[src/rtl/can_mbf_pkg.sv]
package can_mbf_pkg;

    // Identifier geometry
    localparam int ID_W   = 29;
    localparam int STD_W  = 11;
    localparam int STD_LO = ID_W - STD_W;

    // Mask word layout: identifier bits, then RTR, then IDE
    localparam int MASK_RTR_BIT = ID_W;
    localparam int MASK_IDE_BIT = ID_W + 1;
    localparam int MASK_W       = ID_W + 2;

    typedef enum logic {
        POL_IDE_FIXED  = 1'b0,
        POL_FLAGS_MASK = 1'b1
    } flag_policy_e;

    typedef struct packed {
        logic [ID_W-1:0] id;
        logic            ide;
        logic            rtr;
    } frame_hdr_t;

    typedef struct packed {
        logic            ide_care;
        logic            rtr_care;
        logic [ID_W-1:0] id_care;
    } mask_word_t;

    function automatic mask_word_t unpack_mask(input logic [MASK_W-1:0] raw);
        mask_word_t m;
        m.ide_care = raw[MASK_IDE_BIT];
        m.rtr_care = raw[MASK_RTR_BIT];
        m.id_care  = raw[ID_W-1:0];
        return m;
    endfunction

    function automatic logic flag_ok(input logic a, input logic b, input logic care);
        return (~care) | (a ~^ b);
    endfunction

endpackage

[src/rtl/can_mbf_cfg.sv]
module can_mbf_cfg
    import can_mbf_pkg::*;
(
    input  logic         clk,
    input  logic         rst,
    input  logic         freeze_i,
    input  logic         wr_i,
    input  logic         wdata_i,
    output flag_policy_e pol_o
);

    flag_policy_e pol_q;
    logic         wr_ok;

    // A write is accepted only in the frozen state
    assign wr_ok = freeze_i & wr_i;

    always_ff @(posedge clk) begin
        if (rst) begin
            pol_q <= POL_IDE_FIXED;
        end else if (wr_ok) begin
            pol_q <= flag_policy_e'(wdata_i);
        end
    end

    assign pol_o = pol_q;

endmodule

[src/rtl/can_mbf_id_cmp.sv]
module can_mbf_id_cmp
    import can_mbf_pkg::*;
#(
    parameter int W     = ID_W,
    parameter int STD_N = STD_W
) (
    input  logic [W-1:0] rx_id_i,
    input  logic [W-1:0] flt_id_i,
    input  logic [W-1:0] care_i,
    input  logic         ext_i,
    output logic         ok_o
);

    localparam int LO = W - STD_N;

    logic [W-1:0] bit_ok;
    logic [W-1:0] in_scope;

    for (genvar k = 0; k < W; k++) begin : g_bit
        assign bit_ok[k] = (~care_i[k]) | (rx_id_i[k] ~^ flt_id_i[k]);
        if (k >= LO) begin : g_std
            assign in_scope[k] = 1'b1;
        end else begin : g_ext
            assign in_scope[k] = ext_i;
        end
    end

    assign ok_o = &(bit_ok | ~in_scope);

endmodule

[src/rtl/can_mbf_flag_cmp.sv]
module can_mbf_flag_cmp
    import can_mbf_pkg::*;
(
    input  flag_policy_e pol_i,
    input  frame_hdr_t   rx_i,
    input  frame_hdr_t   flt_i,
    input  mask_word_t   mask_i,
    output logic         ok_o
);

    logic ide_ok;
    logic rtr_ok;

    always_comb begin
        unique case (pol_i)
            POL_IDE_FIXED: begin
                ide_ok = flag_ok(rx_i.ide, flt_i.ide, 1'b1);
                rtr_ok = 1'b1;
            end
            POL_FLAGS_MASK: begin
                ide_ok = flag_ok(rx_i.ide, flt_i.ide, mask_i.ide_care);
                rtr_ok = flag_ok(rx_i.rtr, flt_i.rtr, mask_i.rtr_care);
            end
            default: begin
                ide_ok = 1'b0;
                rtr_ok = 1'b0;
            end
        endcase
    end

    assign ok_o = ide_ok & rtr_ok;

endmodule

[src/rtl/can_mbox_filter.sv]
module can_mbox_filter
    import can_mbf_pkg::*;
(
    input  logic              clk,
    input  logic              rst,
    input  logic              freeze_i,
    input  logic              mode_wr_i,
    input  logic              mode_wdata_i,
    output logic              mode_o,
    input  logic [ID_W-1:0]   rx_id_i,
    input  logic              rx_ide_i,
    input  logic              rx_rtr_i,
    input  logic [ID_W-1:0]   flt_id_i,
    input  logic              flt_ide_i,
    input  logic              flt_rtr_i,
    input  logic [MASK_W-1:0] mask_i,
    input  logic              rx_active_i,
    output logic              match_o
);

    flag_policy_e pol;
    frame_hdr_t   rx_hdr;
    frame_hdr_t   flt_hdr;
    mask_word_t   mask;
    logic         id_ok;
    logic         flags_ok;

    assign rx_hdr  = '{id: rx_id_i,  ide: rx_ide_i,  rtr: rx_rtr_i};
    assign flt_hdr = '{id: flt_id_i, ide: flt_ide_i, rtr: flt_rtr_i};
    assign mask    = unpack_mask(mask_i);

    can_mbf_cfg i_cfg (
        .clk      (clk),
        .rst      (rst),
        .freeze_i (freeze_i),
        .wr_i     (mode_wr_i),
        .wdata_i  (mode_wdata_i),
        .pol_o    (pol)
    );

    can_mbf_id_cmp #(
        .W     (ID_W),
        .STD_N (STD_W)
    ) i_id_cmp (
        .rx_id_i  (rx_hdr.id),
        .flt_id_i (flt_hdr.id),
        .care_i   (mask.id_care),
        .ext_i    (rx_hdr.ide),
        .ok_o     (id_ok)
    );

    can_mbf_flag_cmp i_flag_cmp (
        .pol_i  (pol),
        .rx_i   (rx_hdr),
        .flt_i  (flt_hdr),
        .mask_i (mask),
        .ok_o   (flags_ok)
    );

    assign mode_o  = pol;
    assign match_o = rx_active_i & id_ok & flags_ok;

endmodule

[config.mk]
export PLATFORM = sky130hd
export DESIGN_NAME = can_mbox_filter
export DESIGN_NICKNAME = d
export VERILOG_FILES = /design/src/rtl/can_mbf_pkg.sv /design/src/rtl/can_mbf_cfg.sv /design/src/rtl/can_mbf_id_cmp.sv /design/src/rtl/can_mbf_flag_cmp.sv /design/src/rtl/can_mbox_filter.sv
export SDC_FILE = /design/constraint.sdc
export NUM_CORES = 1
export LEC_CHECK = 0
export BUFFER_PORTS_ARGS = -buffer_cell sky130_fd_sc_hd__buf_2
export CELL_PAD_IN_SITES_DETAIL_PLACEMENT = 1
export CELL_PAD_IN_SITES_GLOBAL_PLACEMENT = 1
export CORE_MARGIN = 4
export CORE_UTILIZATION = 13
export DETAILED_ROUTE_END_ITERATION = 8
export HOLD_SLACK_MARGIN = 0.06
export PLACE_DENSITY_LB_ADDON = 0.1
export SLEW_MARGIN = 20
export SYNTH_ARGS = -nofsm -noshare
export SYNTH_HDL_FRONTEND = slang
export SYNTH_SLANG_ARGS = --single-unit
[constraint.sdc]
create_clock -name clk -period 1.2 [get_ports clk]
set_input_delay 0.12 -clock clk [delete_from_list [all_inputs] [get_ports clk]]
set_output_delay 0.12 -clock clk [all_outputs]
set_load 0.005 [all_outputs]
==> results of run 1 <==
worst min-delay path by stage:
stage,start,to,slack [ns],cells after the start
detailed placement,rst,i_cfg.pol_o$_SDFFE_PP0P_,0.28,2
global placement,rst,i_cfg.pol_o$_SDFFE_PP0P_,0.28,2
CTS,rst,i_cfg.pol_o$_SDFFE_PP0P_,0.28,2
global route,rst,i_cfg.pol_o$_SDFFE_PP0P_,0.30,2
floorplan,rst,i_cfg.pol_o$_SDFFE_PP0P_,0.19,1
finish,rst,i_cfg.pol_o$_SDFFE_PP0P_,0.28,2
through the flow:
| stage | area, µm² | setup WS [ns] | power (mW) | hold WS, ns | utilization [%] |
|---|---|---|---|---|---|
| floorplan | 497 | 0.0770 | 0.166 | 0.189 | - |
| global placement | 1060 | -0.246 | 0.355 | 0.278 | 28.7 |
| detailed placement | 1060 | -0.260 | 0.363 | 0.282 | 28.7 |
| CTS | 1080 | -0.199 | 0.370 | 0.282 | 29.2 |
| global route | 1080 | -0.253 | 0.404 | 0.302 | 29.2 |
| finish | 1080 | -0.164 | 0.362 | 0.277 | 29.2 |
cells by family (layout without fill, tap and decap cells):
family | Yosys count | after routing | share of synthesized area (%)
xor gates and xnor gates | 31 | 31 | 54.7
and+or+nand+nor | 9 | 9 | 9.57
AOI/OAI and AO/OA | 17 | 17 | 31.7
buffers and inverters | 0 | 100 | 0
DFF | 1 | 1 | 4.03
per-layer routing:
metal | vias to the layer above | global-route usage [%]
met5 | - | 0
met4 | 0 | 0
met3 | 0 | 2.17
met2 | 51 | 19.4
met1 | 362 | 9.24
li1 | 419 | -
timing repair:
| item | CTS | global route |
|---|---|---|
| buffers inserted | 0 | 0 |
| endpoints found under the setup margin | 1 | 1 |
| hold buffers | 0 | 0 |
| resized for setup | 3 | 0 |
| pin swaps | 8 | 3 |
synth_stat cells:
master | number | area share [%]
a21oi_1 | 1 | 1.0
a32oi_1 | 1 | 1.8
a221oi_2 | 3 | 9.1
a22o_1 | 3 | 5.3
nand4_1 | 3 | 3.8
a22oi_1 | 8 | 12
xor2_1 | 31 | 55
nand2b_1 | 1 | 1.3
nand2_1 | 3 | 2.3
and3_1 | 1 | 1.3
nand3_1 | 1 | 1.0
a211oi_2 | 1 | 2.5
dfxtp_1 | 1 | 4.0
worst max-delay path, stage by stage:
cell and delay [ns]:
buf_6 0.09, xor2_1 0.15, a22o_1 0.21, a221oi_2 0.17, nand4_1 0.16, a211oi_2 0.20
buf_2 0.14
layout make-up:
cell class / instances / area (µm²)
fillers: 481 / 2610
repair buffers: 100 / 519
multi-input cells: 57 / 477
well taps: 48 / 60.1
flip-flops and latches: 1 / 20.0
power by group through the flow:
stage                     clock network, mW  logic (mW)  registers [mW]
after detailed placement                  0       0.326          0.0370
after global routing                      0       0.366          0.0375
after CTS                                 0       0.333          0.0370
after global placement                    0       0.318          0.0371
final                                     0       0.326          0.0369
after floorplan                           0       0.129          0.0369
==> metrics.md, run 1 <==
| Metric | Value |
|---|---|
| Mapped cell area | 497 µm² |
| Mean Syn Cell Area | 8.56 µm² |
| Critical Path Start Type | input pin |
| Die width | 69.8 µm |
| Reg-to-reg startpoint | i_cfg.pol_o$_SDFFE_PP0P_ |
| Vias in the first global route | 949 |
| Metal1 wirelength | 792 µm |
| Full die area | 4870 µm² |
| Max cap viols | 0 |
| CP max FO | 1 |
| Nets | 259 |
| Clock share of power | 0% |
| GP Congestion | 0.768 |
| Gr usage total | 9.13% |
| Post-route DRC | 0 |
| Share of cells above drive strength 1 | 65.8% |
| P&R area growth vs syn | 117% |
| Antenna cells | 0 |
| Critical Path AT | 1.24 ns |
| WL met3 | 275 µm |
| Switching part of the total | 34.2% |
| Post-Syn Nets | 157 |
| Setup crit end | match_o |
| Ys Warns | 0 |
| Core area | 3690 µm² |
| RSZ-0062 raised after global routing | yes |
| Crit. End Element | output pin |
| Grt ovf | 0 |
| Highest clock rate | 0.733 GHz |
| Critical Path RT | 1.08 ns |
| Initial antenna violation count | 0 |
| Final Hold Vio Count | 0 |
| DP HPWL | 2.32 mm |
| # setup viols final | 1 |
| Sequential fraction of the synthesis area | 4.03% |
| Post-Layout Cell Count | 206 |
| Comb pwr share | 89.8% |
| Switching pwr | 0.124 mW |
| Worst-path clk slew | 0 ns |
| R2r worst-path depth | 2 |
| Worst slew pin tran | 0.188 ns |
| Setup TNS | -0.164 ns |
| Status | complete, but fails checks |
| WS Path Type | input pin to output pin |
| Hold Crit Class | input pin to flip-flop |
| Dpl cells | 206 |
| Clk Latency, worst-skew pair | 0 ns |
| Flop pwr share | 10.2% |
| Pwr/cell area | 337 nW/µm² |
| Pre-antenna DRT Iters | 4 |
| First-pass GRT wire length | 3.85 mm |
| Maximum VDD drop | 0.182 mV |
| Fin crit share | 114% |
| Most frequent cells in the layout | buf_2, xor2_1, a22oi_1 |
| WL met2 | 1.31 mm |
| Cell-internal power | 0.239 mW |
| Slew margin rel. | 87.4% |
| Initial Util | 13.5% |
| Yosys cell types | 13 |
| Flip-flop count of the largest register after layout | 1 |
| Failing checks | setup timing |
| Cells after Synth | 58 |
| Worst r2r dst | i_cfg.pol_o$_SDFFE_PP0P_ |
| R2r setup slk | 0.58 ns |
| Worst Skew | 0 ns |
| Largest net degree at the start of global routing | 5 |
| IO Pins | 101 |
| P_leak | 0.605 nW |
| Via count | 832 |
| 1st-iter DRT viols | 7 |
| Most common cell after layout, fill and taps aside | buf_2 |
| Rows | 22 |
| Number of synthesized register bits | 1 |
| Max Slew Vio Count | 0 |
| Drt wl/cell | 11.6 µm |
| Die span in y | 69.8 µm |
| Top sig layer | met3 |
| Worst setup path start | rx_id_i[4] |
| # port buffers | 100 |
| Via-per-instance ratio | 4.04 |
| Fin crit period | 1.36 ns |
| WL final | 2.38 mm |
| Post-route setup slack | -0.164 ns |
| Final ANT Viol Nets | 0 |
(Power assumes the default switching activity.)
==> inputs of run 2 (changes only) <==
--- a/config.mk
+++ b/config.mk
@@ -5,15 +5,16 @@
 export SDC_FILE = /design/constraint.sdc
 export NUM_CORES = 1
 export LEC_CHECK = 0
-export BUFFER_PORTS_ARGS = -buffer_cell sky130_fd_sc_hd__buf_2
 export CELL_PAD_IN_SITES_DETAIL_PLACEMENT = 1
 export CELL_PAD_IN_SITES_GLOBAL_PLACEMENT = 1
 export CORE_MARGIN = 4
-export CORE_UTILIZATION = 13
+export CORE_UTILIZATION = 32
 export DETAILED_ROUTE_END_ITERATION = 8
+export DONT_BUFFER_PORTS = 1
 export HOLD_SLACK_MARGIN = 0.06
 export PLACE_DENSITY_LB_ADDON = 0.1
 export SLEW_MARGIN = 20
 export SYNTH_ARGS = -nofsm -noshare
 export SYNTH_HDL_FRONTEND = slang
 export SYNTH_SLANG_ARGS = --single-unit
+export TNS_END_PERCENT = 30
==> run 2 against run 1 <==
- the run now ends clean
- cell count down 65%
- sequential share of layout area up 2.0 points
- first-iteration DRC count down 57%
- clock skew unchanged
- routed wire length down 38%
- global-route usage up 1.9 points
- highest routed layer unchanged
==> metrics.md, run 2 (synthesis results as in run 1) <==
| Metric | Value |
|---|---|
| Status | complete, no violations |
| Post-Layout Cell Count | 73 (-65%) |
| Cts hold-fix bufs | 0 (unchanged) |
| Post_cts resized | 0 (-3) |
| Antenna cells | 0 (unchanged) |
| Final Hold Vio Count | 0 (unchanged) |
| Core area | 1380 µm² (-63%) |
| Highest clock rate | 0.863 GHz (+18%) |
| Worst Skew | 0 ns (unchanged) |
| WS Path Type | input pin to output pin |
| Switching pwr | 0.0568 mW (-54%) |
| Vias in the first global route | 515 (-46%) |
| Maximum VDD drop | 0.161 mV (-11%) |
| Grt ovf | 0 (unchanged) |
| Pre-antenna DRT Iters | 2 (-2) |
| Hold Slack | 0.193 ns (-0.0840 ns) |
| Flip-flop count of the largest register after layout | 1 (unchanged) |
| Max cap viols | 0 (unchanged) |
| Comb pwr share | 79.2% (-11 points) |
| Hold Crit Class | input pin to flip-flop |
| Drt wl/cell | 20.3 µm (+76%) |
| Fin crit period | 1.16 ns (-0.205 ns) |
| Max Slew Vio Count | 0 (unchanged) |
| Largest net degree at the start of global routing | 5 (unchanged) |
| WL final | 1.48 mm (-38%) |
| # port buffers | 0 (-100%) |
| Nets | 159 (-39%) |
| Final instance area | 515 µm² (-52%) |
| Full die area | 2250 µm² (-54%) |
| Initial antenna violation count | 0 (unchanged) |
| Dpl cells | 73 (-65%) |
| Worst slew pin tran | 0.197 ns (+0.00889 ns) |
| Share of cells above drive strength 1 | 6.90% (-59 points) |
| Cell-internal power | 0.123 mW (-49%) |
| 1st-iter DRT viols | 3 (-4) |
| Placement-stage cell area | 515 µm² (-51%) |
| Critical Path Start Type | input pin |
| Critical Path RT | 1.08 ns (about the same) |
| Die width | 47.4 µm (-32%) |
| First-pass GRT wire length | 1.87 mm (-51%) |
| CP max FO | 1 (unchanged) |
| Rows | 13 (-41%) |
| Switching part of the total | 31.6% (-2.6 points) |
| Clk Latency, worst-skew pair | 0 ns (unchanged) |
| DP HPWL | 1.48 mm (-36%) |
| Via-per-instance ratio | 6.64 (+64%) |
| Post-route DRC | 0 (unchanged) |
| Most frequent cells in the layout | xor2_1, a22oi_1 |
| Crit. End Element | output pin |
| Slew margin rel. | 86.9% (-0.57 points) |
| Via count | 485 (-42%) |
| Clock share of power | 0% (unchanged) |
| Number of setup buffers added after CTS | 0 (unchanged) |
| Die span in y | 47.4 µm (-32%) |
| GP Congestion | 0.635 (-17%) |
| Fillers | 166 (-65%) |
| Most common cell after layout, fill and taps aside | xor2_1 |
| Flop pwr share | 20.8% (+11 points) |
| Pwr/cell area | 348 nW/µm² (+3.4%) |
| IO Pins | 101 (unchanged) |
| P_leak | 0.202 nW (-67%) |
| RSZ-0062 raised after global routing | yes |
| Gr usage total | 11.0% (+1.9 points) |
| # setup viols final | 0 (-1) |
| Fin crit share | 96.6% (-17 points) |
| P&R area growth vs syn | 3.78% |
| Initial Util | 35.9% (+22 points) |
| Final ANT Viol Nets | 0 (unchanged) |
| Setup TNS | 0 ns (+0.164 ns) |
| Worst-path clk slew | 0 ns (unchanged) |
| Critical Path AT | 1.04 ns (-0.20 ns) |
## run 2: cell count changes in the layout (fill, tap and decap cells not counted), sizes merged
cell and change:
buf -100
## run 2: power by group through the flow
| stage | clock network (mW) | logic (mW) | registers (mW) |
|---|---|---|---|
| 4_1_cts | 0 | 0.147 | 0.0374 |
| 3_5_place_dp | 0 | 0.146 | 0.0374 |
| 2_1_floorplan | 0 | 0.129 | 0.0369 |
| 6_report | 0 | 0.142 | 0.0373 |
| 5_1_grt | 0 | 0.166 | 0.0378 |
| 3_3_place_gp | 0 | 0.142 | 0.0374 |
## run 2: area by class of cell
type / count / area [µm²] / area share, %
Multi-Input combinational cell: 57 / 477 / 92.5
Sequential cell: 1 / 20.0 / 3.88
Tap cell: 15 / 18.8 / 3.64
## run 2: per-layer routing
layer | global-route usage, % | vias up | part of all wire [%]
li1 | - | 220 | -
met3 | 2.30 | 0 | 17
met2 | 24.9 | 54 | 60
met4 | 0 | 0 | 0
met5 | 0 | - | 0
met1 | 10.0 | 211 | 23
## run 2: final timing paths
check	from	endpoint	slack, ns	cells past startpoint
setup / recovery	flt_id_i[17]	match_o	0.04	5
hold / removal	rst	i_cfg.pol_o$_SDFFE_PP0P_	0.19	1
setup reg to reg	i_cfg.pol_o$_SDFFE_PP0P_	i_cfg.pol_o$_SDFFE_PP0P_	0.56	2
hold reg to reg	i_cfg.pol_o$_SDFFE_PP0P_	i_cfg.pol_o$_SDFFE_PP0P_	0.50	2
## run 2: stage by stage
stage / power (mW) / setup slack [ns] / util (%)
finish: 0.180 / 0.0413 / 37.3
global route: 0.204 / -0.0828 / 37.3
CTS: 0.184 / 0.00125 / 37.3
detailed placement: 0.183 / -0.0471 / 37.3
global placement: 0.180 / -0.0249 / 37.3
floorplan: 0.166 / 0.0770 / -
## run 2: critical path, cell delays in order
cell      delay (ns)
xor2_1          0.14
a22o_1          0.23
a221oi_2        0.17
nand4_1         0.15
a211oi_2        0.23
==> inputs of run 3 (changes only) <==
--- a/config.mk
+++ b/config.mk
@@ -7,7 +7,6 @@
 export LEC_CHECK = 0
 export CELL_PAD_IN_SITES_DETAIL_PLACEMENT = 1
 export CELL_PAD_IN_SITES_GLOBAL_PLACEMENT = 1
-export CORE_MARGIN = 4
 export CORE_UTILIZATION = 32
 export DETAILED_ROUTE_END_ITERATION = 8
 export DONT_BUFFER_PORTS = 1
==> constraint.sdc (replaced) <==
create_clock -name clk -period 1.2 [get_ports clk]
set_input_delay 0.12 -clock clk [delete_from_list [all_inputs] [get_ports clk]]
set_output_delay 0.12 -clock clk [all_outputs]
set_load 0.02 [all_outputs]
==> run 3 against run 2 <==
- the flow now finishes with violations (setup timing)
- core utilization grew 1.5 points
- critical path depth is the same
- register-to-register slack got worse by 0.10 ns
- sequential power shrank 2%
- via count shrank 1.2%
- hold slack gained 0.0015 ns
- sequential cell count unchanged
- cell count increased by 1.4%
- largest power group unchanged
- highest routed layer unchanged
==> metrics.md, run 3 (synthesis results as in run 1) <==
| Metric | Value |
|---|---|
| Hold Crit Class | input pin to flip-flop |
| Switching pwr | 0.0613 mW (+7.9%) |
| WL final | 1.26 mm (-15%) |
| Fillers | 168 (+1.2%) |
| Slew margin rel. | 78.9% (-7.9 points) |
| Pre-antenna DRT Iters | 3 (+1) |
| Final ANT Viol Nets | 0 (unchanged) |
| Worst slew pin tran | 0.315 ns (+0.118 ns) |
| R2r setup slk | 0.46 ns (-0.10 ns) |
| Full die area | 1710 µm² (-24%) |
| Crit-path cells | xor2_1, a22o_1, a221oi_2, nand4_1, a211oi_4 |
| Drt wl/cell | 17.1 µm (-16%) |
| Worst Skew | 0 ns (unchanged) |
| Post_cts resized | 0 (unchanged) |
| Nets | 160 (+0.63%) |
| Switching part of the total | 32.9% (+1.3 points) |
| R2r worst-path depth | 3 (+1) |
| Critical Path AT | 1.18 ns (+0.14 ns) |
| Cts hold-fix bufs | 0 (unchanged) |
| Worst setup path start | flt_id_i[6] |
| Hold_sp | rst |
| P_leak | 0.208 nW (+2.9%) |
| Flip-flop count of the largest register after layout | 1 (unchanged) |
| Status | complete, but fails checks |
| Number of setup buffers added after CTS | 0 (unchanged) |
| Worst-path clk slew | 0 ns (unchanged) |
| Initial Util | 36.4% (+0.43 points) |
| 1st-iter DRT viols | 4 (+1) |
| CP max stage delay | 0.36 ns (+0.13 ns) |
| Fin crit share | 109% (+12 points) |
| Comb pwr share | 80.3% (+1.1 points) |
| Post-route DRC | 0 (unchanged) |
| GP Congestion | 0.608 (-4.2%) |
| IO Pins | 101 (unchanged) |
| Die width | 41.4 µm (-13%) |
| First-pass GRT wire length | 1.95 mm (+4.4%) |
| Final Hold Vio Count | 0 (unchanged) |
| Grt ovf | 0 (unchanged) |
| # port buffers | 0 (unchanged) |
| RSZ-0062 raised after global routing | yes |
| Tot Pwr | 0.186 mW (+3.7%) |
| Max cap viols | 0 (unchanged) |
| DP HPWL | 1.23 mm (-17%) |
| Most common cell after layout, fill and taps aside | xor2_1 |
| Pwr/cell area | 351 nW/µm² (+0.73%) |
| P&R area growth vs syn | 6.80% |
| Flop pwr share | 19.7% (-1.1 points) |
| CP max FO | 1 (unchanged) |
| Largest net degree at the start of global routing | 4 (-1) |
| Critical Path RT | 1.08 ns (about the same) |
| Post-route setup slack | -0.103 ns (-0.145 ns) |
| Maximum VDD drop | 0.117 mV (-27%) |
| Fin crit period | 1.30 ns (+0.145 ns) |
| Core area | 1370 µm² (-1.2%) |
| Buf+Inv Stages, Crit Path | 0 (unchanged) |
| Crit. path cell count | 5 (unchanged) |
| Reg-to-reg startpoint | i_cfg.pol_o$_SDFFE_PP0P_ |
| Rows | 13 (unchanged) |
| Highest clock rate | 0.767 GHz (-11%) |
| Clock share of power | 0% (unchanged) |
| Max Slew Vio Count | 0 (unchanged) |
| Crit. End Element | output pin |
| Setup crit end | match_o |
| Antenna cells | 0 (unchanged) |
| Die span in y | 41.4 µm (-13%) |
| Fin util | 38.8% (+1.5 points) |
| Vias in the first global route | 505 (-1.9%) |
| Initial antenna violation count | 0 (unchanged) |
| Via-per-instance ratio | 6.47 (-2.6%) |
| Via count | 479 (-1.2%) |
| Most frequent cells in the layout | xor2_1, a22oi_1 |
| Cell-internal power | 0.125 mW (+1.7%) |
| WS Path Type | input pin to output pin |
| CP delay by family, top | compound AO/OA/AOI/OAI gates |
| Gr usage total | 13.2% (+2.1 points) |
| Clk Latency, worst-skew pair | 0 ns (unchanged) |
| Critical Path Start Type | input pin |
| Failing checks | setup timing |
| Share of cells above drive strength 1 | 8.47% (+1.6 points) |
| Worst r2r dst | i_cfg.pol_o$_SDFFE_PP0P_ |
| # setup viols final | 1 (+1) |
| Slowest-stage cell, CP | a211oi_4 |
[run 3: changes by cell type in the layout (fill, tap and decap cells not counted)]
| cell | delta |
|---|---|
| a211oi_4 | +1 |
| a211oi_2 | -1 |
| buf_4 | +1 |
[run 3: worst min path at each step]
stage / cells after the start / end / slack (ns)
2_1_floorplan: 1 / i_cfg.pol_o$_SDFFE_PP0P_ / 0.19
3_3_place_gp: 1 / i_cfg.pol_o$_SDFFE_PP0P_ / 0.19
3_5_place_dp: 1 / i_cfg.pol_o$_SDFFE_PP0P_ / 0.20
4_1_cts: 1 / i_cfg.pol_o$_SDFFE_PP0P_ / 0.20
5_1_grt: 1 / i_cfg.pol_o$_SDFFE_PP0P_ / 0.20
6_report: 1 / i_cfg.pol_o$_SDFFE_PP0P_ / 0.19
[run 3: layer usage]
layer  vias to the layer above  track usage [%]  routed length, µm
met2                        53             29.4                740
li1                        220                -                  -
met4                         0                0                  0
met5                         -                0                  0
met1                       206             12.6                320
met3                         0             2.17                201
[run 3: cell type report]
| class | instances | area, µm² | area share (%) |
|---|---|---|---|
| tap | 15 | 18.8 | 3.54 |
| multi-input combinational | 57 | 484 | 91.3 |
| sequential | 1 | 20.0 | 3.77 |
| timing repair buffer | 1 | 7.51 | 1.42 |
[run 3: stage by stage]
step           cell area, µm²  setup TNS [ns]  setup slack, ns  instances  hold WS (ns)
4_1_cts                   531          -0.118           -0.118         74         0.195
2_1_floorplan             504         -0.0349          -0.0349         58         0.189
3_3_place_gp              531          -0.103           -0.103         74         0.194
3_5_place_dp              531          -0.118           -0.118         74         0.195
6_report                  531          -0.103           -0.103         74         0.195
5_1_grt                   531          -0.202           -0.202         74         0.196
[run 3: power groups by stage]
stage | Combinational (mW) | Sequential [mW] | Clock (mW)
floorplan | 0.131 | 0.0386 | 0
global placement | 0.148 | 0.0365 | 0
detailed placement | 0.151 | 0.0366 | 0
CTS | 0.151 | 0.0366 | 0
global route | 0.171 | 0.0368 | 0
finish | 0.150 | 0.0366 | 0
[run 3: worst register-to-register path, delay by kind of cell (launching register included)]
family          cells  cell delay, ns
flops               1            0.33
compound gates      1            0.13
buf+inv             1            0.15
simple gates        1            0.05
